## src/rtl/atten_pkg.sv

```systemverilog
package atten_pkg;

   // Classification of an attenuation code
   typedef enum logic [1:0] {
      CLS_FINE   = 2'd0,
      CLS_COARSE = 2'd1,
      CLS_MUTE   = 2'd2
   } code_cls_e;

endpackage

```

## src/rtl/atten_shift.sv

```systemverilog
module atten_shift #(
   parameter int unsigned FRAME_W = 16
) (
   input  logic               clk,
   input  logic               rst_n,
   input  logic               shift,
   input  logic               sdi,
   output logic [FRAME_W-1:0] frame,
   output logic               sdo
);

   logic [FRAME_W-1:0] sreg_q;
   logic               sdo_q;

   if (FRAME_W < 2) begin : g_bad_w
      $error("atten_shift: FRAME_W must be at least 2");
   end

   always_ff @(posedge clk or negedge rst_n) begin
      if (!rst_n) begin
         sreg_q <= '0;
         sdo_q  <= 1'b0;
      end else if (shift) begin
         sreg_q <= {sreg_q[FRAME_W-2:0], sdi};
         sdo_q  <= sreg_q[FRAME_W-1];
      end
   end

   assign frame = sreg_q;
   assign sdo   = sdo_q;


   sdo_hold_chk: assert property (@(posedge clk) disable iff (!rst_n)
      !shift |=> $stable(sdo));


   sdo_source_chk: assert property (@(posedge clk) disable iff (!rst_n)
      shift |=> (sdo == $past(frame[FRAME_W-1])));

endmodule

```

## src/rtl/atten_edge_sync.sv

```systemverilog
module atten_edge_sync #(
   parameter int unsigned STAGES = 2
) (
   input  logic clk,
   input  logic rst_n,
   input  logic async_in,
   output logic level,
   output logic rise
);

   logic [STAGES-1:0] chain_q;
   logic              prev_q;

   if (STAGES < 2) begin : g_bad_stages
      $error("atten_edge_sync: STAGES must be at least 2");
   end

   always_ff @(posedge clk or negedge rst_n) begin
      if (!rst_n) begin
         chain_q <= '0;
         prev_q  <= 1'b0;
      end else begin
         chain_q <= {chain_q[STAGES-2:0], async_in};
         prev_q  <= chain_q[STAGES-1];
      end
   end

   assign level = chain_q[STAGES-1];
   assign rise  = level & ~prev_q;


   rise_single_chk: assert property (@(posedge clk) disable iff (!rst_n)
      rise |=> !rise);

endmodule

```

## src/rtl/atten_chan.sv

```systemverilog
module atten_chan
   import atten_pkg::*;
#(
   parameter int unsigned CODE_W    = 8,
   parameter int unsigned NUM_TAPS  = 128,
   parameter int unsigned MUTE_CODE = 254,
   parameter bit          REG_OUT   = 1'b0
) (
   input  logic                clk,
   input  logic                rst_n,
   input  logic                wr_en,
   input  logic [CODE_W-1:0]   wr_code,
   output logic [NUM_TAPS-1:0] tap_sel,
   output logic                mute
);

   localparam int unsigned TAP_W = (NUM_TAPS > 1) ? $clog2(NUM_TAPS) : 1;
   localparam logic [CODE_W-1:0] LAST_FINE = CODE_W'(NUM_TAPS - 1);
   localparam logic [CODE_W-1:0] MUTE_C    = CODE_W'(MUTE_CODE);
   localparam logic [TAP_W-1:0]  LAST_TAP  = TAP_W'(NUM_TAPS - 1);

   if (NUM_TAPS > (1 << CODE_W)) begin : g_bad_taps
      $error("atten_chan: NUM_TAPS exceeds code space");
   end
   if (MUTE_CODE < NUM_TAPS || MUTE_CODE >= (1 << CODE_W)) begin : g_bad_mute
      $error("atten_chan: MUTE_CODE must lie above the fine range");
   end

   logic [CODE_W-1:0]   code_q;
   code_cls_e           cls;
   logic [TAP_W-1:0]    tap_idx;
   logic [NUM_TAPS-1:0] dec_taps;
   logic                dec_mute;

   always_ff @(posedge clk or negedge rst_n) begin
      if (!rst_n) begin
         code_q <= '1;
      end else if (wr_en) begin
         code_q <= wr_code;
      end
   end

   always_comb begin
      if (code_q >= MUTE_C) begin
         cls = CLS_MUTE;
      end else if (code_q > LAST_FINE) begin
         cls = CLS_COARSE;
      end else begin
         cls = CLS_FINE;
      end
   end

   always_comb begin
      tap_idx  = LAST_TAP;
      dec_taps = '0;
      dec_mute = 1'b0;
      unique case (cls)
         CLS_FINE: begin
            tap_idx           = code_q[TAP_W-1:0];
            dec_taps[tap_idx] = 1'b1;
         end
         CLS_COARSE: begin
            dec_taps[LAST_TAP] = 1'b1;
         end
         default: begin
            dec_mute = 1'b1;
         end
      endcase
   end

   if (REG_OUT) begin : g_reg_out
      logic [NUM_TAPS-1:0] taps_q;
      logic                mute_q;
      always_ff @(posedge clk or negedge rst_n) begin
         if (!rst_n) begin
            taps_q <= '0;
            mute_q <= 1'b1;
         end else begin
            taps_q <= dec_taps;
            mute_q <= dec_mute;
         end
      end
      assign tap_sel = taps_q;
      assign mute    = mute_q;
   end else begin : g_comb_out
      assign tap_sel = dec_taps;
      assign mute    = dec_mute;
   end


   mute_exclusive_chk: assert property (@(posedge clk) disable iff (!rst_n)
      mute |-> (tap_sel == '0));


   tap_onehot_chk: assert property (@(posedge clk) disable iff (!rst_n)
      !mute |-> $onehot(tap_sel));


   code_hold_chk: assert property (@(posedge clk) disable iff (!rst_n)
      !wr_en |=> $stable(code_q));

endmodule

```

## src/rtl/serial_atten_ctrl.sv

```systemverilog
module serial_atten_ctrl #(
   parameter int unsigned ADDR_W      = 8,
   parameter int unsigned CODE_W      = 8,
   parameter int unsigned NUM_CH      = 2,
   parameter int unsigned NUM_TAPS    = 128,
   parameter int unsigned MUTE_CODE   = 254,
   parameter int unsigned SYNC_STAGES = 2,
   parameter bit          REG_OUT     = 1'b0
) (
   input  logic                       clk,
   input  logic                       rst_n,
   input  logic                       bit_valid,
   input  logic                       sdi,
   input  logic                       load,
   output logic                       sdo,
   output logic [NUM_CH*NUM_TAPS-1:0] tap_sel,
   output logic [NUM_CH-1:0]          mute
);

   localparam int unsigned FRAME_W = ADDR_W + CODE_W;

   if (NUM_CH < 1 || NUM_CH > (1 << ADDR_W)) begin : g_bad_ch
      $error("serial_atten_ctrl: NUM_CH out of address range");
   end

   logic [FRAME_W-1:0] frame;
   logic [ADDR_W-1:0]  frm_addr;
   logic [CODE_W-1:0]  frm_code;
   logic               load_level;
   logic               load_rise;
   logic               do_shift;
   logic [NUM_CH-1:0]  wr_vec;

   atten_edge_sync #(
      .STAGES (SYNC_STAGES)
   ) u_sync (
      .clk      (clk),
      .rst_n    (rst_n),
      .async_in (load),
      .level    (load_level),
      .rise     (load_rise)
   );

   assign do_shift = bit_valid & ~load_level;

   atten_shift #(
      .FRAME_W (FRAME_W)
   ) u_shift (
      .clk   (clk),
      .rst_n (rst_n),
      .shift (do_shift),
      .sdi   (sdi),
      .frame (frame),
      .sdo   (sdo)
   );

   assign frm_addr = frame[FRAME_W-1 -: ADDR_W];
   assign frm_code = frame[CODE_W-1:0];

   for (genvar ch = 0; ch < NUM_CH; ch++) begin : g_ch
      assign wr_vec[ch] = load_rise && (frm_addr == ADDR_W'(ch));

      atten_chan #(
         .CODE_W    (CODE_W),
         .NUM_TAPS  (NUM_TAPS),
         .MUTE_CODE (MUTE_CODE),
         .REG_OUT   (REG_OUT)
      ) u_chan (
         .clk     (clk),
         .rst_n   (rst_n),
         .wr_en   (wr_vec[ch]),
         .wr_code (frm_code),
         .tap_sel (tap_sel[ch*NUM_TAPS +: NUM_TAPS]),
         .mute    (mute[ch])
      );
   end


   sel_onehot_chk: assert property (@(posedge clk) disable iff (!rst_n)
      $onehot0(wr_vec));


   shift_gate_chk: assert property (@(posedge clk) disable iff (!rst_n)
      load_level |=> $stable(frame));


   idle_outputs_chk: assert property (@(posedge clk) disable iff (!rst_n)
      (!load_level && !$past(load_level)) |=> $stable(mute));

endmodule

```

## config.mk

```make
export PLATFORM = sky130hd
export DESIGN_NAME = serial_atten_ctrl
export DESIGN_NICKNAME = d
export VERILOG_FILES = /design/src/rtl/atten_pkg.sv /design/src/rtl/atten_shift.sv /design/src/rtl/atten_edge_sync.sv /design/src/rtl/atten_chan.sv /design/src/rtl/serial_atten_ctrl.sv
export SDC_FILE = /design/constraint.sdc
export NUM_CORES = 1
export LEC_CHECK = 0
export ABC_CLOCK_PERIOD_IN_PS = 1800
export BUFFER_PORTS_ARGS = -buffer_cell sky130_fd_sc_hd__buf_4
export CORE_AREA = 2 2 103 105
export DETAILED_ROUTE_END_ITERATION = 8
export DIE_AREA = 0 0 105 107
export PLACE_DENSITY = 0.73
export SKIP_LAST_GASP = 1
export SLEW_MARGIN = 20
export SYNTH_ARGS = -nofsm -noshare
export SYNTH_HDL_FRONTEND = slang
export SYNTH_SLANG_ARGS = --single-unit
```

## constraint.sdc

```tcl
create_clock -name clk -period 1.8 [get_ports clk]
set_clock_uncertainty 0.05 [all_clocks]
set_input_delay 0.18 -clock clk [delete_from_list [all_inputs] [get_ports clk]]
set_output_delay 0.18 -clock clk [all_outputs]
set_load 0.005 [all_outputs]
```

== After elaboration in Yosys (flattened, before gate mapping) ==
Index checks and enable logic that the tools add are counted.

* Logic and storage cells: 44
* Register bits after elaboration: 36
* Bits of input ports: 5

* Reduce and logical (&&, ||, !) cells: 9
* $lt $le $gt $ge: 8
* Multiplexer cells: 14
* Equal/unequal tests: 3
* Bitwise operators: 4

{| class="wikitable"
|+ Operators by type and width
! operator !! count
|-
| $mux W127 || 2
|-
| $ge A8 B8 Y1 const B || 2
|-
| $gt A8 B7 Y1 const B || 2
|-
| $lt A7 B8 Y1 const B || 2
|-
| $demux W1 S7 || 2
|-
| $ge A7 B1 Y1 const B || 2
|-
| $eq A8 B1 Y1 const B || 1
|-
| $logic_not A8 Y1 || 1
|-
| $mux W1 || 6
|-
| $eq A2 B1 Y1 const B || 2
|-
| $logic_and A1 B1 Y1 || 4
|-
| $logic_not A2 Y1 || 2
|-
| $mux W2 || 2
|-
| $pmux W1 S2 || 2
|-
| $reduce_or A2 Y1 || 2
|-
| $and A1 B1 Y1 || 2
|-
| $not A1 Y1 || 2
|}

== Depth between registers and ports, before layout ==
Gate-level depths: netlist (run 1).

* Depth in word-level cells: 6
* Depth in mapped cells: 5

== Hierarchy ==
From an unflattened synthesis (run 1), not the netlist that was laid out.

* Cells, all modules: 463
* Area total of the unflattened synthesis: 3200.6 um^2

{| class="wikitable"
|+ Modules (own cells, without submodules)
! module !! area each (um^2) !! times used !! cells an instance
|-
| atten_chan (g_ch[0].u_chan) || 1249.9 || 1 || 209
|-
| atten_chan (g_ch[1].u_chan) || 1138.6 || 1 || 208
|-
| atten_shift || 685.7 || 1 || 36
|-
| atten_edge_sync || 88.8 || 1 || 4
|-
| serial_atten_ctrl || 37.5 || 1 || 6
|}

== Worst setup path before layout (run 1) ==
Ideal clock, no wire load.

* Kind: register -> output
* Start point: register g_ch[0].u_chan.code_q[5]
* End point: output port tap_sel[127]
* Setup slack: 139 ps
* Arrival: 1431 ps
* Stages on the path, launching flop included: 5
* Path through: dfstp_2 > buf_2 > nand4_1 > nor2_1 > mux2_2

* Word-level cells in the longest chain between the ends: 5

{| class="wikitable"
|+ RTL lines
! what !! RTL line !! RTL
|-
| start, declared || atten_chan.sv:29 || <nowiki>logic [CODE_W-1:0] code_q;</nowiki>
|-
| start signal, assigned || atten_chan.sv:39 || <nowiki>code_q <= wr_code;</nowiki>
|-
| $lt A7 B8 Y1 (not written as such) (tied with other cells) || atten_chan.sv:60 || <nowiki>dec_taps[tap_idx] = 1'b1;</nowiki>
|-
| $logic_and A1 B1 Y1 (not written as such) or $mux W1 (tied branches) || atten_chan.sv:60, atten_chan.sv:46 ||
|-
| $mux W1 (not written as such) or $mux W2 (tied branches) || atten_chan.sv:60, atten_chan.sv:44 ||
|-
| $demux W1 S7 (tied with other cells) || n/a ||
|-
| $pmux W1 S2 (*) || atten_chan.sv:57 || <nowiki>unique case (cls)</nowiki>
|-
| end, declared || serial_atten_ctrl.sv:16 || <nowiki>output logic [NUM_CH*NUM_TAPS-1:0] tap_sel,</nowiki>
|}

Mark *: on every way between the ends. The rest lies on a longest branch, timed or not.

== Final worst setup path (run 1) ==
* Start point: register g_ch[1].u_chan.code_q[6]
* End point: output port tap_sel[201]

* Word-level cells in the longest chain between the ends: 5

{| class="wikitable"
|+ RTL lines
! what !! RTL line
|-
| start, declared || atten_chan.sv:29
|-
| start signal, assigned || atten_chan.sv:39
|-
| $lt A7 B8 Y1 (not written as such) (tied with other cells) || atten_chan.sv:60
|-
| $logic_and A1 B1 Y1 (not written as such) or $mux W1 (tied branches) || atten_chan.sv:60, atten_chan.sv:46
|-
| $mux W1 (not written as such) or $mux W2 (tied branches) || atten_chan.sv:60, atten_chan.sv:44
|-
| $demux W1 S7 or $logic_not A2 Y1 (tied branches) || n/a
|-
| $mux W127 (*) || atten_chan.sv:57
|}

Marked as above.

==> reports/metrics.yaml, run 1 <==
setup.worst_path.end: "tap_sel[201]"
rsz0062_at_grt: "yes"
ys_types: 18
vias_per_cell: 5.68
grt_pass1_vias: 3786
die-area_um2: 11200
dp_slack_ns: 0.0434
antenna_found_initial: 0
io_buffers: 263
fmax_mhz: 477
num_rows: 37
min_period_over_period: 1.17
max-cap-violations: 0
syn_inst: 444
clk_pin_slew_ns: 0.09
top_layer_used: "met4"
fin_nets: 810
fin_setup_tns_ns: -39.96
arrival_ns: 1.87
die_w_um: 105
p_leak_nw: 3.45
start_kind: "flip-flop"
grt_first_pass_wirelength_um: 21100
vias: 5348
fill_cells: 426
fin_util: 0.869
synth_area_um2: 2910
cp.required_ns: 1.57
ys_seq_area_frac: 0.316
initial_core_util: 0.289
clock_sinks: 36
htreeDepth: 2
first_iter_violations: 527
die_y_um: 107
ff2ff_setup_slack_ns: 0.14
cts_tree: "built"
dpl_cell_area_um2: 5130
reg2reg_from: "u_shift.frame[9]$_DFFE_PN0P_"
cts-root-buf: "clkbuf_8"
cts-buffers-inserted: 5
synth_top_cell_by_area: "nor2_1"
insertion_delay_ns: 0.31
finalWorstSetupSlack_ns: -0.297
final_hold_viol_count: 0
drv_slew: 0
critPathKind: "flip-flop to output port"
status: "complete, but fails checks"
worstRegToRegCells: 3
stdcell_area_um2: 8770
rr_endpoint: "g_ch[0].u_chan.code_q[5]$_DFFE_PN1P_"
synth_top_area_share: 0.332
worst_pin_slew_ns: 0.453
coreArea_um2: 10100
wirelength_um: 23300
antenna_cells: 0
powerDensity_nw_per_um2: 1380
crit_path_start: "g_ch[1].u_chan.code_q[6]$_DFFE_PN1P_"
io_pins: 264
hpwl_um: 9880
layout_min_cycle_time_ns: 2.10
grt_max_degree: 37
grt_overflow: 0
drc_errors: 0
synth_area_leaders: "nor2_1 33%, dfrtp_1 17%, dfstp_2 14%, mux2_2 13%, nand2_1 4.1%"
relSlewSlack: 0.698
place.gp.congestion: 0.803
clockBufferDepth: 2
critPathMaxFanout: 8
drtPass1Iterations: 8
violations: "setup timing"
drtAntennaViolNets: 0
drive_gt1_frac: 0.880
routedWlPerCell_um: 24.8
dr_wl_met3_um: 1900
cp-end-kind: "output port"
grt_use_total: 0.229
syn_nets: 449
synth_warnings: 0
synth_seq_cells: 36
whs_ns: 0.0874
ir_drop_v: 0.000954
hp-class: "primary input to flip-flop"
drt-met1-wl_um: 8770
seq_area_um2: 921
met2_length_um: 11600
multi_input_area_um2: 3870
synth_area_per_cell_um2: 6.56
setup_violations: 257
areaGrowthSynthToFinish_pct: 201
[worst max-delay path: stages (launching register included)]
cell,delay (ns)
dfstp_2,0.62
nor2b_4,0.33
buf_12,0.17
nand2_8,0.11
nor2_1,0.17
buf_4,0.14
[Yosys cell counts]
library cell and count:
nand4_1 6, nand2_1 32, nor2_1 258, nand2b_1 4, dfrtp_1 20, nor3_1 6, buf_2 10, nand4_4 1
mux2_2 33, nor4_4 2, buf_4 2, nand4b_4 1, clkbuf_1 16, and2_1 2, nor2b_1 15, dfstp_2 16
mux2_4 2, nand3_1 18
[registers in the layout, summed over array words and instances, names as in the netlist]
signal and flops:
g_ch.u_chan.code_q 16, u_shift.frame 16, u_sync.chain_q 2, u_shift.sdo 1, u_sync.prev_q 1
[layer usage]
| layer | global-route usage | vias up |
|---|---|---|
| met2 | 0.376 | 386 |
| met1 | 0.315 | 2701 |
| met3 | 0.0468 | 107 |
| met4 | 0.0438 | 0 |
| met5 | 0 | - |
| li1 | - | 2154 |
[cell families after synthesis]
group | Yosys count | synth area share
mux | 35 | 0.138
flops | 36 | 0.316
simple gates | 345 | 0.503
buf+inv | 28 | 0.0430
[where the power goes]
| part | internal (W) | leakage, nW | total [W] | switching (W) |
|---|---|---|---|---|
| combinational | 0.00406 | 2.98 | 0.00954 | 0.00548 |
| sequential | 0.00127 | 0.414 | 0.00182 | 0.000542 |
| clock | 0.000411 | 0.0541 | 0.000751 | 0.000340 |
| total | 0.00574 | 3.45 | 0.0121 | 0.00636 |
[worst min-delay path by stage]
stage           from                           end  slack, ns  cells after the start
2_1_floorplan  rst_n  u_shift.frame[0]$_DFFE_PN0P_      -0.17                      0
3_3_place_gp   rst_n       u_shift.sdo$_DFFE_PN0P_        0.1                      1
3_5_place_dp   rst_n       u_shift.sdo$_DFFE_PN0P_       0.10                      1
4_1_cts          sdi  u_shift.frame[0]$_DFFE_PN0P_       0.08                      2
5_1_grt          sdi  u_shift.frame[0]$_DFFE_PN0P_       0.09                      2
6_report         sdi  u_shift.frame[0]$_DFFE_PN0P_       0.09                      2
[per-stage QoR]
| step | std cells | power [W] |
|---|---|---|
| after CTS | 883 | 0.00703 |
| after floorplan | 444 | 0.00346 |
| final | 942 | 0.0121 |
| after global routing | 942 | 0.0124 |
| after detailed placement | 842 | 0.00476 |
| after global placement | 842 | 0.00467 |
[final cells by class]
class	count	share of cell area
Tap cell	136	0.0194
Clock buffer	5	0.00785
Timing Repair Buffer	377	0.422
Multi-Input combinational cell	385	0.441
Clock inverter	3	0.00485
Sequential cell	36	0.105
[cells in the final DEF (no fill, tap or decap), types with 4 or more instances in the layout]
master / instances
buf_4: 217
nor2_4: 138
buf_6: 126
nor2_2: 63
nor2_1: 57
mux2_2: 31
nand2_8: 24
buf_12: 23
dfrtp_1: 20
dfstp_2: 16
nor2b_4: 14
nand3_4: 13
nand2_4: 10
nand4_1: 6
clkbuf_8: 5
nor3_2: 4
mux2_4: 4
clkbuf_16: 4
buf_8: 4
[repair_timing]
item                                   CTS  global route
setup endpoints to repair              245           256
setup buffers                           28            51
resized for setup                      174           495
endpoints found under the hold margin   21             0
hold buffers                             2             0
gates cloned                             3            10
pin swaps                               27           110
Note: power is estimated with default switching activity, not from simulation.
==> run 2, diff against run 1 <==
--- a/config.mk
+++ b/config.mk
@@ -7,10 +7,10 @@
 export LEC_CHECK = 0
 export ABC_CLOCK_PERIOD_IN_PS = 1800
 export BUFFER_PORTS_ARGS = -buffer_cell sky130_fd_sc_hd__buf_4
-export CORE_AREA = 2 2 103 105
+export CORE_AREA = 2 2 102 104
 export DETAILED_ROUTE_END_ITERATION = 8
-export DIE_AREA = 0 0 105 107
-export PLACE_DENSITY = 0.73
+export DIE_AREA = 0 0 104 106
+export PLACE_DENSITY = 0.74
 export SKIP_LAST_GASP = 1
 export SLEW_MARGIN = 20
 export SYNTH_ARGS = -nofsm -noshare
==> run 2 against run 1 <==
Core utilization is 19 points lower. First-iteration DRC count is 8.0% lower. Register-to-register slack better by 0.11 ns. Final area is 23% lower. The run still ends with setup timing left. Setup slack better by 0.13 ns. Maximum frequency is 6.5% higher. Via count is 12% lower. Clock-buffer cell count is 1 higher. Wire length is 27% lower. Sequential cell count stayed put. Sequential share of layout area is 3.1 points higher. Final cell count is 5.4% lower.
==> reports/metrics.yaml, run 2 (synthesis gave the netlist of run 1 again) <==
status: "complete, but fails checks"
violations: "setup timing"
initial_core_util: 0.291
fin_nets: 759
drtAntennaViolNets: 0
fill_cells: 768
areaGrowthSynthToFinish_pct: 133
layout_min_cycle_time_ns: 1.97
cp-end-kind: "output port"
routedWlPerCell_um: 19.2
worst_pin_slew_ns: 0.463
setup_violations: 247
clockBufferDepth: 2
die_w_um: 104
vias: 4702
htreeDepth: 2
cts-root-buf: "clkbuf_8"
wirelength_um: 17100
critPathKind: "flip-flop to output port"
drtPass1Iterations: 6
rsz0062_at_grt: "yes"
p_leak_nw: 3.01
hp-class: "primary input to flip-flop"
io_buffers: 263
multi_input_area_um2: 2790
final_hold_viol_count: 0
cp.required_ns: 1.57
arrival_ns: 1.74
die-area_um2: 11000
powerDensity_nw_per_um2: 1210
insertion_delay_ns: 0.28
seq_area_um2: 921
antenna_cells: 0
drc_errors: 0
cts_tree: "built"
fmax_mhz: 508
relSlewSlack: 0.691
cts-buffers-inserted: 5
drive_gt1_frac: 0.727
finalWorstSetupSlack_ns: -0.170
grt_pass1_vias: 3532
drv_slew: 0
antenna_found_initial: 0
place.gp.congestion: 0.829
clock_sinks: 36
grt_use_total: 0.208
dp_slack_ns: -0.0653
coreArea_um2: 10000
final_common_cell: "buf_4"
final_cell_mix: "270 x buf_4, 159 x nor2_1, 54 x nor2_2"
ir_drop_v: 0.000628
grt_overflow: 0
grt_first_pass_wirelength_um: 19000
whs_ns: 0.0991
clk_pin_slew_ns: 0.08
num_rows: 37
critPathMaxFanout: 14
first_iter_violations: 485
io_pins: 264
min_period_over_period: 1.09
vias_per_cell: 5.28
grt_max_degree: 37
die_y_um: 106
hpwl_um: 9730
max-cap-violations: 0
start_kind: "flip-flop"
[run 2: final cells by class]
class / count / area share
repair buffers: 330 / 0.412
flip-flops and latches: 36 / 0.136
multi-input cells: 381 / 0.411
well taps: 136 / 0.0251
clock buffers: 6 / 0.0107
clock inverters: 2 / 0.00516
[run 2: final timing paths]
| check | start | end | slack (ns) | cells past startpoint |
|---|---|---|---|---|
| min in group asynchronous | rst_n | u_shift.frame[7]$_DFFE_PN0P_ | 0.33 | 2 |
| setup reg to reg | u_shift.frame[13]$_DFFE_PN0P_ | g_ch[0].u_chan.code_q[6]$_DFFE_PN1P_ | 0.25 | 3 |
| hold reg to reg | u_sync.chain_q[0]$_DFF_PN0_ | u_sync.chain_q[1]$_DFF_PN0_ | 0.30 | 0 |
| hold / removal | sdi | u_shift.frame[0]$_DFFE_PN0P_ | 0.1 | 2 |
| max in group asynchronous | rst_n | g_ch[1].u_chan.code_q[4]$_DFFE_PN1P_ | 1.02 | 2 |
| setup / recovery | g_ch[1].u_chan.code_q[0]$_DFFE_PN1P_ | tap_sel[147] | -0.17 | 6 |
[run 2: timing repair]
action | 4_1_cts | 5_1_grt
gates resized for setup | 68 | 254
pin swaps | 10 | 42
hold endpoints to repair | 21 | 0
hold buffers | 2 | 0
setup buffers | 21 | 14
gates cloned | 1 | 10
endpoints found under the setup margin | 246 | 257
[run 2: report_power, final]
group / internal, W / leakage, nW / switching [W]
Clock: 0.000411 / 0.0552 / 0.000285
Sequential: 0.00127 / 0.414 / 0.000500
Combinational: 0.00237 / 2.54 / 0.00340
Total: 0.00406 / 3.01 / 0.00419
[run 2: per-layer routing]
| layer | routed length [µm] | global-route usage | part of all wire | up-vias |
|---|---|---|---|---|
| li1 | - | - | - | 2030 |
| met1 | 6450 | 0.280 | 0.38 | 2327 |
| met2 | 8780 | 0.357 | 0.51 | 290 |
| met3 | 1380 | 0.0343 | 0.081 | 55 |
| met4 | 454 | 0.0367 | 0.027 | 0 |
| met5 | 0 | 0 | 0 | - |
[run 2: metrics by stage]
step / std cells / setup TNS (ns) / power [W] / instance area, µm² / utilization
global route: 891 / -37.08 / 0.00855 / 6790 / 0.679
global placement: 837 / 0 / 0.00459 / 5100 / 0.510
CTS: 869 / -3.47 / 0.00610 / 5630 / 0.563
finish: 891 / -20.32 / 0.00825 / 6790 / 0.679
floorplan: 444 / 0 / 0.00346 / 2910 / -
detailed placement: 837 / -0.462 / 0.00468 / 5100 / 0.510
[run 2: worst max-delay path, stage by stage, from the launching register on]
cell and delay [ns]:
dfstp_2 0.56, nor2b_1 0.14, buf_4 0.18, buf_6 0.15, nand2_8 0.11, nor2_1 0.16
buf_4 0.15
